[src/rtl/uart_rf_pkg.sv]
package uart_rf_pkg;
  localparam int DW = 8;

  // register byte offsets
  localparam int OFS_MODE  = 'h00;
  localparam int OFS_STAT  = 'h04;
  localparam int OFS_CMD   = 'h08;
  localparam int OFS_DATA  = 'h0C;
  localparam int OFS_AUX   = 'h10;
  localparam int OFS_INT   = 'h14;
  localparam int OFS_BAUDH = 'h18;
  localparam int OFS_BAUDL = 'h1C;

  // status bit positions
  localparam int ST_RXRDY = 0;
  localparam int ST_FULL  = 1;
  localparam int ST_TXRDY = 2;
  localparam int ST_TXEMP = 3;

  // interrupt status bit positions
  localparam int IS_TX  = 0;
  localparam int IS_RX  = 1;
  localparam int IS_BRK = 2;

  // mode byte one: receive interrupt source select
  localparam int MODE_RXSEL = 6;

  typedef enum logic [2:0] {
    MISC_NOP     = 3'd0,
    MISC_PTR_RST = 3'd1,
    MISC_RX_RST  = 3'd2,
    MISC_TX_RST  = 3'd3,
    MISC_ERR_RST = 3'd4,
    MISC_BRK_CLR = 3'd5,
    MISC_BRK_ON  = 3'd6,
    MISC_BRK_OFF = 3'd7
  } misc_e;

  typedef enum logic [1:0] {
    DIR_KEEP = 2'd0,
    DIR_ON   = 2'd1,
    DIR_OFF  = 2'd2,
    DIR_RSVD = 2'd3
  } dir_e;

  typedef struct packed {
    logic ptr_rst;
    logic rx_rst;
    logic tx_rst;
    logic brk_clr;
    logic tx_on;
    logic tx_off;
    logic rx_on;
    logic rx_off;
  } cmd_t;
endpackage

[src/rtl/uart_cmd_decode.sv]
module uart_cmd_decode
  import uart_rf_pkg::*;
(
  input  logic [6:0] cmd_byte,
  output cmd_t       cmd
);
  misc_e misc;
  dir_e  txf;
  dir_e  rxf;

  always_comb begin
    misc = misc_e'(cmd_byte[6:4]);
    txf  = dir_e'(cmd_byte[3:2]);
    rxf  = dir_e'(cmd_byte[1:0]);
    cmd         = '0;
    cmd.ptr_rst = (misc == MISC_PTR_RST);
    cmd.rx_rst  = (misc == MISC_RX_RST);
    cmd.tx_rst  = (misc == MISC_TX_RST);
    cmd.brk_clr = (misc == MISC_BRK_CLR);
    cmd.tx_on   = (txf == DIR_ON);
    cmd.tx_off  = (txf == DIR_OFF);
    cmd.rx_on   = (rxf == DIR_ON);
    cmd.rx_off  = (rxf == DIR_OFF);
  end
endmodule

[src/rtl/uart_rx_fifo.sv]
module uart_rx_fifo
  import uart_rf_pkg::*;
#(
  parameter int DEPTH = 4
) (
  input  logic                         clk,
  input  logic                         rst_n,
  input  logic                         flush,
  input  logic                         push,
  input  logic [DW-1:0]                push_data,
  input  logic                         brk,
  input  logic                         pop,
  output logic [DW-1:0]                head,
  output logic [$clog2(DEPTH+1)-1:0]   count,
  output logic                         full,
  output logic                         empty
);
  localparam int PW = $clog2(DEPTH);
  localparam int CW = $clog2(DEPTH+1);

  logic [DW-1:0] mem [DEPTH];
  logic [PW-1:0] rd_ptr;
  logic [CW-1:0] cnt;

  logic          do_pop;
  logic          ins;
  logic [DW-1:0] ins_data;
  logic [CW-1:0] cnt_ap;
  logic          full_ap;
  logic [PW-1:0] rd_nxt;
  logic [PW-1:0] woff;

  always_comb begin
    do_pop   = pop && (cnt != '0);
    cnt_ap   = cnt - CW'(do_pop);
    full_ap  = (cnt_ap == CW'(DEPTH));
    rd_nxt   = rd_ptr + PW'(do_pop);
    ins      = push || brk;
    ins_data = brk ? '0 : push_data;
    woff     = full_ap ? PW'(DEPTH-1) : cnt_ap[PW-1:0];
  end

  always_ff @(posedge clk or negedge rst_n) begin
    if (!rst_n) begin
      rd_ptr <= '0;
      cnt    <= '0;
    end else if (flush) begin
      rd_ptr <= '0;
      cnt    <= '0;
    end else begin
      rd_ptr <= rd_nxt;
      if (ins && !full_ap) cnt <= cnt_ap + CW'(1);
      else                 cnt <= cnt_ap;
    end
  end

  always_ff @(posedge clk) begin
    if (!flush && ins) mem[rd_nxt + woff] <= ins_data;
  end

  assign count = cnt;
  assign empty = (cnt == '0);
  assign full  = (cnt == CW'(DEPTH));
  assign head  = empty ? '0 : mem[rd_ptr];
endmodule

[src/rtl/uart_tx_path.sv]
module uart_tx_path
  import uart_rf_pkg::*;
(
  input  logic          clk,
  input  logic          rst_n,
  input  logic          load,
  input  logic [DW-1:0] load_data,
  input  logic          tx_en,
  input  logic          tx_rst,
  output logic          out_valid,
  output logic [DW-1:0] out_data,
  input  logic          out_ready,
  output logic          empty
);
  logic          hold_v;
  logic [DW-1:0] hold_d;
  logic          out_v;
  logic [DW-1:0] out_d;
  logic          fire;
  logic          launch;

  always_comb begin
    fire   = out_v && out_ready;
    launch = hold_v && tx_en && (!out_v || fire);
  end

  always_ff @(posedge clk or negedge rst_n) begin
    if (!rst_n) begin
      hold_v <= 1'b0;
      hold_d <= '0;
      out_v  <= 1'b0;
      out_d  <= '0;
    end else if (tx_rst) begin
      hold_v <= 1'b0;
      out_v  <= 1'b0;
    end else begin
      if (fire) out_v <= 1'b0;
      if (launch) begin
        out_v  <= 1'b1;
        out_d  <= hold_d;
        hold_v <= 1'b0;
      end
      if (load) begin
        hold_v <= 1'b1;
        hold_d <= load_data;
      end
    end
  end

  assign out_valid = out_v;
  assign out_data  = out_d;
  assign empty     = !hold_v && !out_v;
endmodule

[src/rtl/uart_regfront.sv]
module uart_regfront
  import uart_rf_pkg::*;
#(
  parameter int FIFO_DEPTH = 4,
  parameter int ADDR_W     = 6
) (
  input  logic              clk,
  input  logic              rst_n,
  input  logic              bus_sel,
  input  logic              bus_wr,
  input  logic [ADDR_W-1:0] bus_addr,
  input  logic [DW-1:0]     bus_wdata,
  output logic [DW-1:0]     bus_rdata,
  output logic              tx_valid,
  output logic [DW-1:0]     tx_data,
  input  logic              tx_ready,
  input  logic              rx_valid,
  input  logic [DW-1:0]     rx_data,
  output logic              rx_ready,
  input  logic              brk_evt,
  output logic              irq
);
  localparam int CW = $clog2(FIFO_DEPTH+1);

  logic          wr_en, rd_en;
  logic          mode_wr, cmd_wr, data_wr, int_wr, bh_wr, bl_wr, data_rd;
  cmd_t          cmd;

  logic [DW-1:0] mode0_q, mode1_q;
  logic          mode_ptr_q;
  logic          tx_en_q, rx_en_q;
  logic          dbrk_q;
  logic [DW-1:0] imr_q;
  logic [DW-1:0] baud_hi_q, baud_lo_q;

  logic [DW-1:0] fifo_head;
  logic [CW-1:0] fifo_cnt;
  logic          fifo_full, fifo_empty;
  logic          tx_empty;
  logic          rx_push;
  logic          rx_int;
  logic [DW-1:0] status_w;
  logic [DW-1:0] isr_w;

  always_comb begin
    wr_en   = bus_sel && bus_wr;
    rd_en   = bus_sel && !bus_wr;
    mode_wr = wr_en && (bus_addr == ADDR_W'(OFS_MODE));
    cmd_wr  = wr_en && (bus_addr == ADDR_W'(OFS_CMD));
    data_wr = wr_en && (bus_addr == ADDR_W'(OFS_DATA));
    int_wr  = wr_en && (bus_addr == ADDR_W'(OFS_INT));
    bh_wr   = wr_en && (bus_addr == ADDR_W'(OFS_BAUDH));
    bl_wr   = wr_en && (bus_addr == ADDR_W'(OFS_BAUDL));
    data_rd = rd_en && (bus_addr == ADDR_W'(OFS_DATA));
  end

  uart_cmd_decode u_dec (
    .cmd_byte (bus_wdata[6:0]),
    .cmd      (cmd)
  );

  // mode bytes and pointer
  always_ff @(posedge clk or negedge rst_n) begin
    if (!rst_n) begin
      mode0_q    <= '0;
      mode1_q    <= '0;
      mode_ptr_q <= 1'b0;
    end else begin
      if (mode_wr) begin
        if (mode_ptr_q) mode1_q <= bus_wdata;
        else            mode0_q <= bus_wdata;
        mode_ptr_q <= 1'b1;
      end else if (cmd_wr && cmd.ptr_rst) begin
        mode_ptr_q <= 1'b0;
      end
    end
  end

  // direction enables: misc field first, then direction fields
  always_ff @(posedge clk or negedge rst_n) begin
    if (!rst_n) begin
      tx_en_q <= 1'b0;
      rx_en_q <= 1'b0;
    end else if (cmd_wr) begin
      if (cmd.tx_on)                    tx_en_q <= 1'b1;
      else if (cmd.tx_off || cmd.tx_rst) tx_en_q <= 1'b0;
      if (cmd.rx_on)                    rx_en_q <= 1'b1;
      else if (cmd.rx_off || cmd.rx_rst) rx_en_q <= 1'b0;
    end
  end

  // break flag, mask and baud storage
  always_ff @(posedge clk or negedge rst_n) begin
    if (!rst_n) begin
      dbrk_q    <= 1'b0;
      imr_q     <= '0;
      baud_hi_q <= '0;
      baud_lo_q <= '0;
    end else begin
      if (brk_evt)                      dbrk_q <= 1'b1;
      else if (cmd_wr && cmd.brk_clr)   dbrk_q <= 1'b0;
      if (int_wr) imr_q     <= bus_wdata;
      if (bh_wr)  baud_hi_q <= bus_wdata;
      if (bl_wr)  baud_lo_q <= bus_wdata;
    end
  end

  assign rx_ready = rx_en_q && !fifo_full && !brk_evt;
  assign rx_push  = rx_valid && rx_ready;

  uart_rx_fifo #(.DEPTH(FIFO_DEPTH)) u_rxq (
    .clk       (clk),
    .rst_n     (rst_n),
    .flush     (cmd_wr && cmd.rx_rst),
    .push      (rx_push),
    .push_data (rx_data),
    .brk       (brk_evt),
    .pop       (data_rd),
    .head      (fifo_head),
    .count     (fifo_cnt),
    .full      (fifo_full),
    .empty     (fifo_empty)
  );

  uart_tx_path u_txp (
    .clk       (clk),
    .rst_n     (rst_n),
    .load      (data_wr),
    .load_data (bus_wdata),
    .tx_en     (tx_en_q),
    .tx_rst    (cmd_wr && cmd.tx_rst),
    .out_valid (tx_valid),
    .out_data  (tx_data),
    .out_ready (tx_ready),
    .empty     (tx_empty)
  );

  always_comb begin
    status_w           = '0;
    status_w[ST_RXRDY] = !fifo_empty;
    status_w[ST_FULL]  = fifo_full;
    status_w[ST_TXRDY] = tx_en_q;
    status_w[ST_TXEMP] = tx_empty;

    rx_int         = mode0_q[MODE_RXSEL] ? fifo_full : !fifo_empty;
    isr_w          = '0;
    isr_w[IS_TX]   = tx_en_q;
    isr_w[IS_RX]   = rx_int;
    isr_w[IS_BRK]  = dbrk_q;
  end

  assign irq = |(isr_w & imr_q);

  always_comb begin
    bus_rdata = '0;
    if (rd_en) begin
      case (int'(bus_addr))
        OFS_MODE:  bus_rdata = mode_ptr_q ? mode1_q : mode0_q;
        OFS_STAT:  bus_rdata = status_w;
        OFS_DATA:  bus_rdata = fifo_head;
        OFS_INT:   bus_rdata = isr_w;
        OFS_BAUDH: bus_rdata = baud_hi_q;
        OFS_BAUDL: bus_rdata = baud_lo_q;
        default:   bus_rdata = '0;
      endcase
    end
  end
endmodule

[config.mk]
export PLATFORM = sky130hd
export DESIGN_NAME = uart_regfront
export DESIGN_NICKNAME = d
export VERILOG_FILES = /design/src/rtl/uart_rf_pkg.sv /design/src/rtl/uart_cmd_decode.sv /design/src/rtl/uart_rx_fifo.sv /design/src/rtl/uart_tx_path.sv /design/src/rtl/uart_regfront.sv
export SDC_FILE = /design/constraint.sdc
export NUM_CORES = 1
export LEC_CHECK = 0
export BUFFER_PORTS_ARGS = -buffer_cell sky130_fd_sc_hd__buf_2
export CAP_MARGIN = 10
export CORE_ASPECT_RATIO = 0.9
export CORE_MARGIN = 4
export CORE_UTILIZATION = 30
export CTS_CLUSTER_SIZE = 40
export DETAILED_ROUTE_END_ITERATION = 10
export GPL_ROUTABILITY_DRIVEN = 1
export PLACE_DENSITY = 0.52
export SLEW_MARGIN = 20
export SYNTH_ARGS = -nofsm -noshare
export SYNTH_HDL_FRONTEND = slang
export SYNTH_SLANG_ARGS = --single-unit
[constraint.sdc]
create_clock -name clk -period 4.9 [get_ports clk]
set_clock_uncertainty 0.05 [all_clocks]
set_input_delay 0.245 -clock clk [delete_from_list [all_inputs] [get_ports clk]]
set_output_delay 0.245 -clock clk [all_outputs]
set_load 0.005 [all_outputs]
; After elaboration in Yosys (flattened, before gate mapping)
; Memories as Yosys holds them, arrays and structs flattened.
; Cells that the tools add are included.
[word_totals]
register_bits = 67
input_bits = 29
out_inout_bits = 19
elab_cells = 116
mem_bits_rw = 32
memories = 1
[mem_list]
columns = memory, words, word_bits, read_ports, rd_clocked_by_memory_dff, wr, line
row1 = u_rxq.mem, 4, 8, 1, 0, 1, uart_rx_fifo.sv:21  ; logic [DW-1:0] mem [DEPTH];
[classes]
add_sub_neg = 4
bitwise_logic = 3
n_reduce_logical = 51
n_eq_ne = 16
muxes = 26
[ops]
columns = op, n
row1 = $pmux W8 S6, 1
row2 = $mux W8, 4
row3 = $logic_and A1 B1 Y1, 23
row4 = $eq A6 B5 Y1 const B, 3
row5 = $mux W1, 17
row6 = $eq A6 B4 Y1 const B, 2
row7 = $reduce_and A2 Y1, 6
row8 = $eq A3 B3 Y1 const B, 3
row9 = $reduce_bool A3 Y1, 3
row10 = $and A3 B8 Y8, 1
row11 = $logic_not A1 Y1, 8
row12 = $reduce_bool A2 Y1, 4
row13 = $reduce_or A8 Y1, 1
row14 = $eq A3 B2 Y1 const B, 2
row15 = $eq A6 B3 Y1 const B, 1
row16 = $logic_not A6 Y1, 1
row17 = $mux W3, 2
row18 = $eq A2 B1 Y1 const B, 2
row19 = $eq A2 B2 Y1 const B, 2
row20 = $logic_or A1 B1 Y1, 4
row21 = $mux W2, 2
row22 = $add A3 B1 Y3 const B, 1
row23 = $eq A3 B1 Y1 const B, 1
row24 = $logic_not A3 Y1, 1
row25 = 4 further kinds, 5

; Depth between registers and ports, before layout
[logic_depth]
ltp_word = 10
depth_mapped = 13
depth_no_buf = 12

; Hierarchy
; A second synthesis with hierarchy kept.
[unflattened]
hier_cells = 325
hier_area_um2 = 4546.9
[modules_own_cells]
columns = module, cells_per_inst, area_each_um2, instances
row1 = uart_regfront, 172, 2069.5, 1
row2 = uart_rx_fifo, 102, 1712.9, 1
row3 = uart_tx_path, 43, 704.4, 1
row4 = uart_cmd_decode, 8, 60.1, 1

; Worst setup path before layout
; Ideal clock, no wire load.
[synth_timing]
kind = input -> register
startpoint = input port bus_addr[5]
endpoint = memory u_rxq.mem[2][0], enable pin
cell_stages = 11
slack_ns = 0.747
t_arrival_ns = 3.718
required_ns = 4.465
setup_time_ns = 0.385
cell_sequence = or4_4 > buf_6 > or4_4 > nor2_1 > ha_1 > ha_1 > inv_1 > o21ai_0 > ha_1 > or4_1 > nor3b_1
[synth_between]
elab_chain_cells = 7
elab_cells_between_ends = 15
[synth_lines]
columns = element, line
row1 = "start, declared", uart_regfront.sv:11  ; input logic [ADDR_W-1:0] bus_addr,
row2 = "$eq A6 B4 Y1, on equally long branches", "uart_regfront.sv:54, uart_regfront.sv:49"
row3 = "$logic_and A1 B1 Y1, on equally long branches", "uart_regfront.sv:54, uart_regfront.sv:49"
row4 = "$logic_and A1 B1 Y1, on equally long branches", "uart_rx_fifo.sv:34, uart_regfront.sv:114"
row5 = $sub A3 B1 Y3 / $logic_not A1 Y1 (equally long branches), "uart_rx_fifo.sv:35, uart_rx_fifo.sv:58"
row6 = $eq A3 B3 Y1 / $logic_and A1 B1 Y1 (equally long branches), "uart_rx_fifo.sv:36, uart_rx_fifo.sv:58"
row7 = $mux W2 / $mux W1 (equally long branches), "uart_rx_fifo.sv:40, uart_rx_fifo.sv:58"
row8 = $add A2 B2 Y2 / $mux W1 (equally long branches), uart_rx_fifo.sv:58  ; if (!flush && ins) mem[rd_nxt + woff] <= ins_data;
row9 = "end, declared", uart_rx_fifo.sv:21
; Several ways; a longest one is shown, not always the timed one.

; Worst setup path after layout
[layout_timing]
startpoint = input port bus_addr[5]
endpoint = memory u_rxq.mem[0][1], enable pin
; The elaborated chain is that of the path after synthesis.

==> summary.txt <==
fin crit share - 78.68%
Global Route Usage Sum - 13.15%
CTS tree - yes
most used cell, CP - ha_1
Post-Synthesis Cell Area - 4449 µm²
Fin. Hold Viols - 0
syn avg cell area - 13.69 µm²
MaxCap Viol Count - 0
CP Capture Type - flip-flop
Tmin final - 3.856 ns
crit path launch type - primary input
Core Box Area - 14260 µm²
DP Wirelength - 7.488 mm
Peak VDD IR - 0.2082 mV
worst-path cell chain - buf_2, or4_4, or4_4, nor2_1, ha_1, ha_1, inv_1, o21ai_0, ha_1, xor2_1, a211oi_1, o211ai_1, a21oi_1, buf_4
I/O Pins - 48
Syn Nets - 358
Final #Nets - 409
first-pass GRT wire length - 16.68 mm
cts bufs inserted - 9
WP data required - 4.90 ns
Clk pwr share - 30.1%
Fillers - 1412
vias per cell - 4.991
Die H - 123.5 µm
CP arrival - 3.86 ns
grt ovf - 0
fin. max-slew vios - 0
Net Sw Frac - 28.98%
Synth area leader - dfrtp_1
CP max-delay cell - or4_4
Hold-fix buffers, CTS - 0
Resized cells post-CTS - 0
R2R Path Start - u_rxq.count[0]$_DFF_PN0_
antenna cell count - 0
Worst Hold Class - primary input to async pin
most frequent cell after synthesis - dfrtp_1
share of the synthesized area in the top cell type - 34.87%
CTS Buffer Depth - 2
yosys warns - 0
ranking of synthesized cells by area - dfrtp_1, edfxtp_1, mux2_2
dominant synthesized flop cell - dfrtp_1
Post-synth EDFFs - 32
Seq cells post-synth - 94
Buf/Inv on CP - 3
post-route insts no fill - 574
port bufs - 47
post-synthesis cell count - 325
P&R area growth vs syn - 16.99%
CTS Root Cell - clkbuf_16
DRC Markers - 0
drt initial violations - 193
routed len/inst - 18.10 µm
die area - 16850 µm²
Net Sw Power - 678.7 µW
Clk Latency, worst-skew pair - 0.35 ns
most frequent cells after synthesis - dfrtp_1, mux2_2, edfxtp_1
Synth cell types - 54
P_int - 1664 µW
vias in the first global route - 2913
worst slew pin tran - 0.8282 ns
initial core utilization - 31.20%
Worst path max stage delay - 0.64 ns
sequential element share of the synthesized area - 56.47%
antenna violations before repair - 0
Max Freq - 0.2594 GHz
Critical path origin - bus_addr[5]
CTS clock-pin slew for the worst setup and hold paths - 0.07 ns
via count - 2865
crit path max fanout - 11
Initial DRT Pass Iterations - 4
Total Neg Setup Slack - 0 ns
Async SR Flop Fraction - 65.96%
width of the die - 136.4 µm
largest net degree at the start of global routing - 63
final setup vio count - 0
# placed instances - 558
sinks on the clock net - 94
kind of cell adding the most delay to the critical path - simple AND/OR/NAND/NOR gates
Setup CP Type - primary input to flip-flop
GPL Wtd Cong - 0.7427
pwr/cell area - 450.0 nW/µm²
Flop pwr share - 47.4%
Slew HR - 44.28%
Leak - 0.002222 µW
fraction of layout cells with a size suffix above 1 - 38.85%
final wirelength - 10.39 mm
status - finished, final reports clean
Logic pwr share - 22.6%
RSZ-0062 raised after global routing - no
cell row count - 41
post-route ant nets - 0
post-CTS setup buffer count - 0
H-tree Lvls - 3
-- worst paths after layout --
path,endpoint,depth (start not counted),slack (ns)
min,baud_lo_q[2]$_DFFE_PN0P_,2,0.02
max,u_rxq.mem[0][1]$_DFFE_PP_,14,1.04
max reg2reg,u_rxq.mem[0][1]$_DFFE_PP_,13,1.12
min in group clk,u_txp.hold_d[7]$_DFFE_PN0P_,2,0.17
min reg2reg,u_txp.out_data[2]$_DFFE_PN0P_,1,0.45
max in group asynchronous,mode1_q[7]$_DFFE_PN0P_,2,4.26
-- cell type report --
class	instances	area (µm²)	area share, %
Timing Repair Buffer	52	272.8	5.240
Tap cell	193	241.5	4.639
Multi-Input combinational cell	210	1849	35.53
Sequential cell	94	2512	48.27
Clock buffer	9	225.2	4.327
Inverter	9	33.78	0.6490
Clock inverter	7	70.07	1.346
-- worst register-to-register path: cells and delay by family (launching register included) --
| family | cells | cell delay [ns] |
|---|---|---|
| AOI/OAI and AO/OA | 4 | 1.00 |
| buffers and inverters | 2 | 0.28 |
| DFF | 1 | 0.45 |
| adders and majority gates | 3 | 0.81 |
| xor gates and xnor gates | 1 | 0.15 |
| and+or+nand+nor | 3 | 0.74 |
-- cells by family (layout without fill, tap and decap cells) --
group                    after synthesis  after routing  synth area share, %
XOR/XNOR                               6              6                1.181
flip-flops                            94             94                56.47
multiplexers                          71             71                19.91
AO/OA/AOI/OAI                         49             49                7.509
buffers and inverters                 21             77                1.968
AND/OR/NAND/NOR                       80             80                11.84
adder cells (fa/ha/maj)                4              4                1.125
-- registers in the layout, summed over array words and instances, names as in the netlist --
| name | cells |
|---|---|
| u_txp.out_valid | 1 |
| baud_lo_q | 8 |
| imr_q | 3 |
| u_rxq.rd_ptr | 2 |
| tx_en_q | 1 |
| mode1_q | 8 |
| mode_ptr_q | 1 |
| rx_en_q | 1 |
| u_rxq.count | 3 |
| u_txp.hold_v | 1 |
| mode0_q | 8 |
| u_txp.out_data | 8 |
| dbrk_q | 1 |
| baud_hi_q | 8 |
| u_txp.hold_d | 8 |
| u_rxq.mem | 32 |
-- power groups by stage --
stage	combinational, µW	sequential (µW)	clock [µW]
global placement	521	1120	0
finish	529	1110	704
floorplan	369	1080	0
global route	586	1130	752
detailed placement	536	1130	0
CTS	537	1110	720
-- per-layer routing --
layer  share of wire [%]  global-route usage (%)  wire, µm  vias up
li1                    -                       -         -     1335
met1                  48                   18.40      5005     1457
met2                  47                   20.58      4834       63
met3                 4.2                   3.214       437       10
met4                 1.1                   3.338       110        0
met5                   0                       0         0        -
-- stage by stage --
stage          hold slack, ns  power (µW)  utilization, %  setup WS [ns]  instance area [µm²]
3_5_place_dp           0.4227        1662           34.43         0.7419                 4910
5_1_grt               0.09885        2470           36.50         0.8587                 5205
6_report              0.01794        2342           36.50          1.044                 5205
4_1_cts               0.05182        2369           36.50          1.090                 5205
3_3_place_gp           0.4126        1643           34.43         0.8936                 4910
2_1_floorplan         -0.1006        1453               -         0.7467                 4449
-- cells in the final DEF (no fill, tap or decap), drive strengths merged, types with 2 or more instances in the layout --
master  instances
dfrtp          62
mux2           60
buf            52
edfxtp         32
nor2b          14
nand2          13
a21oi          13
inv            12
nor3           11
clkbuf          9
nor2            8
mux4            8
a22oi           8
o21ai           5
nand3           5
nand2b          4
xnor2           4
a31oi           4
ha              4
nor4            4
or3             4
a211oi          3
mux2i           3
a211o           3
o211ai          3
nand3b          3
or4             3
clkinv          3
xor2            2
o22a            2
nor3b           2
nand4           2
No activity file was read; power rests on OpenSTA's default activity.
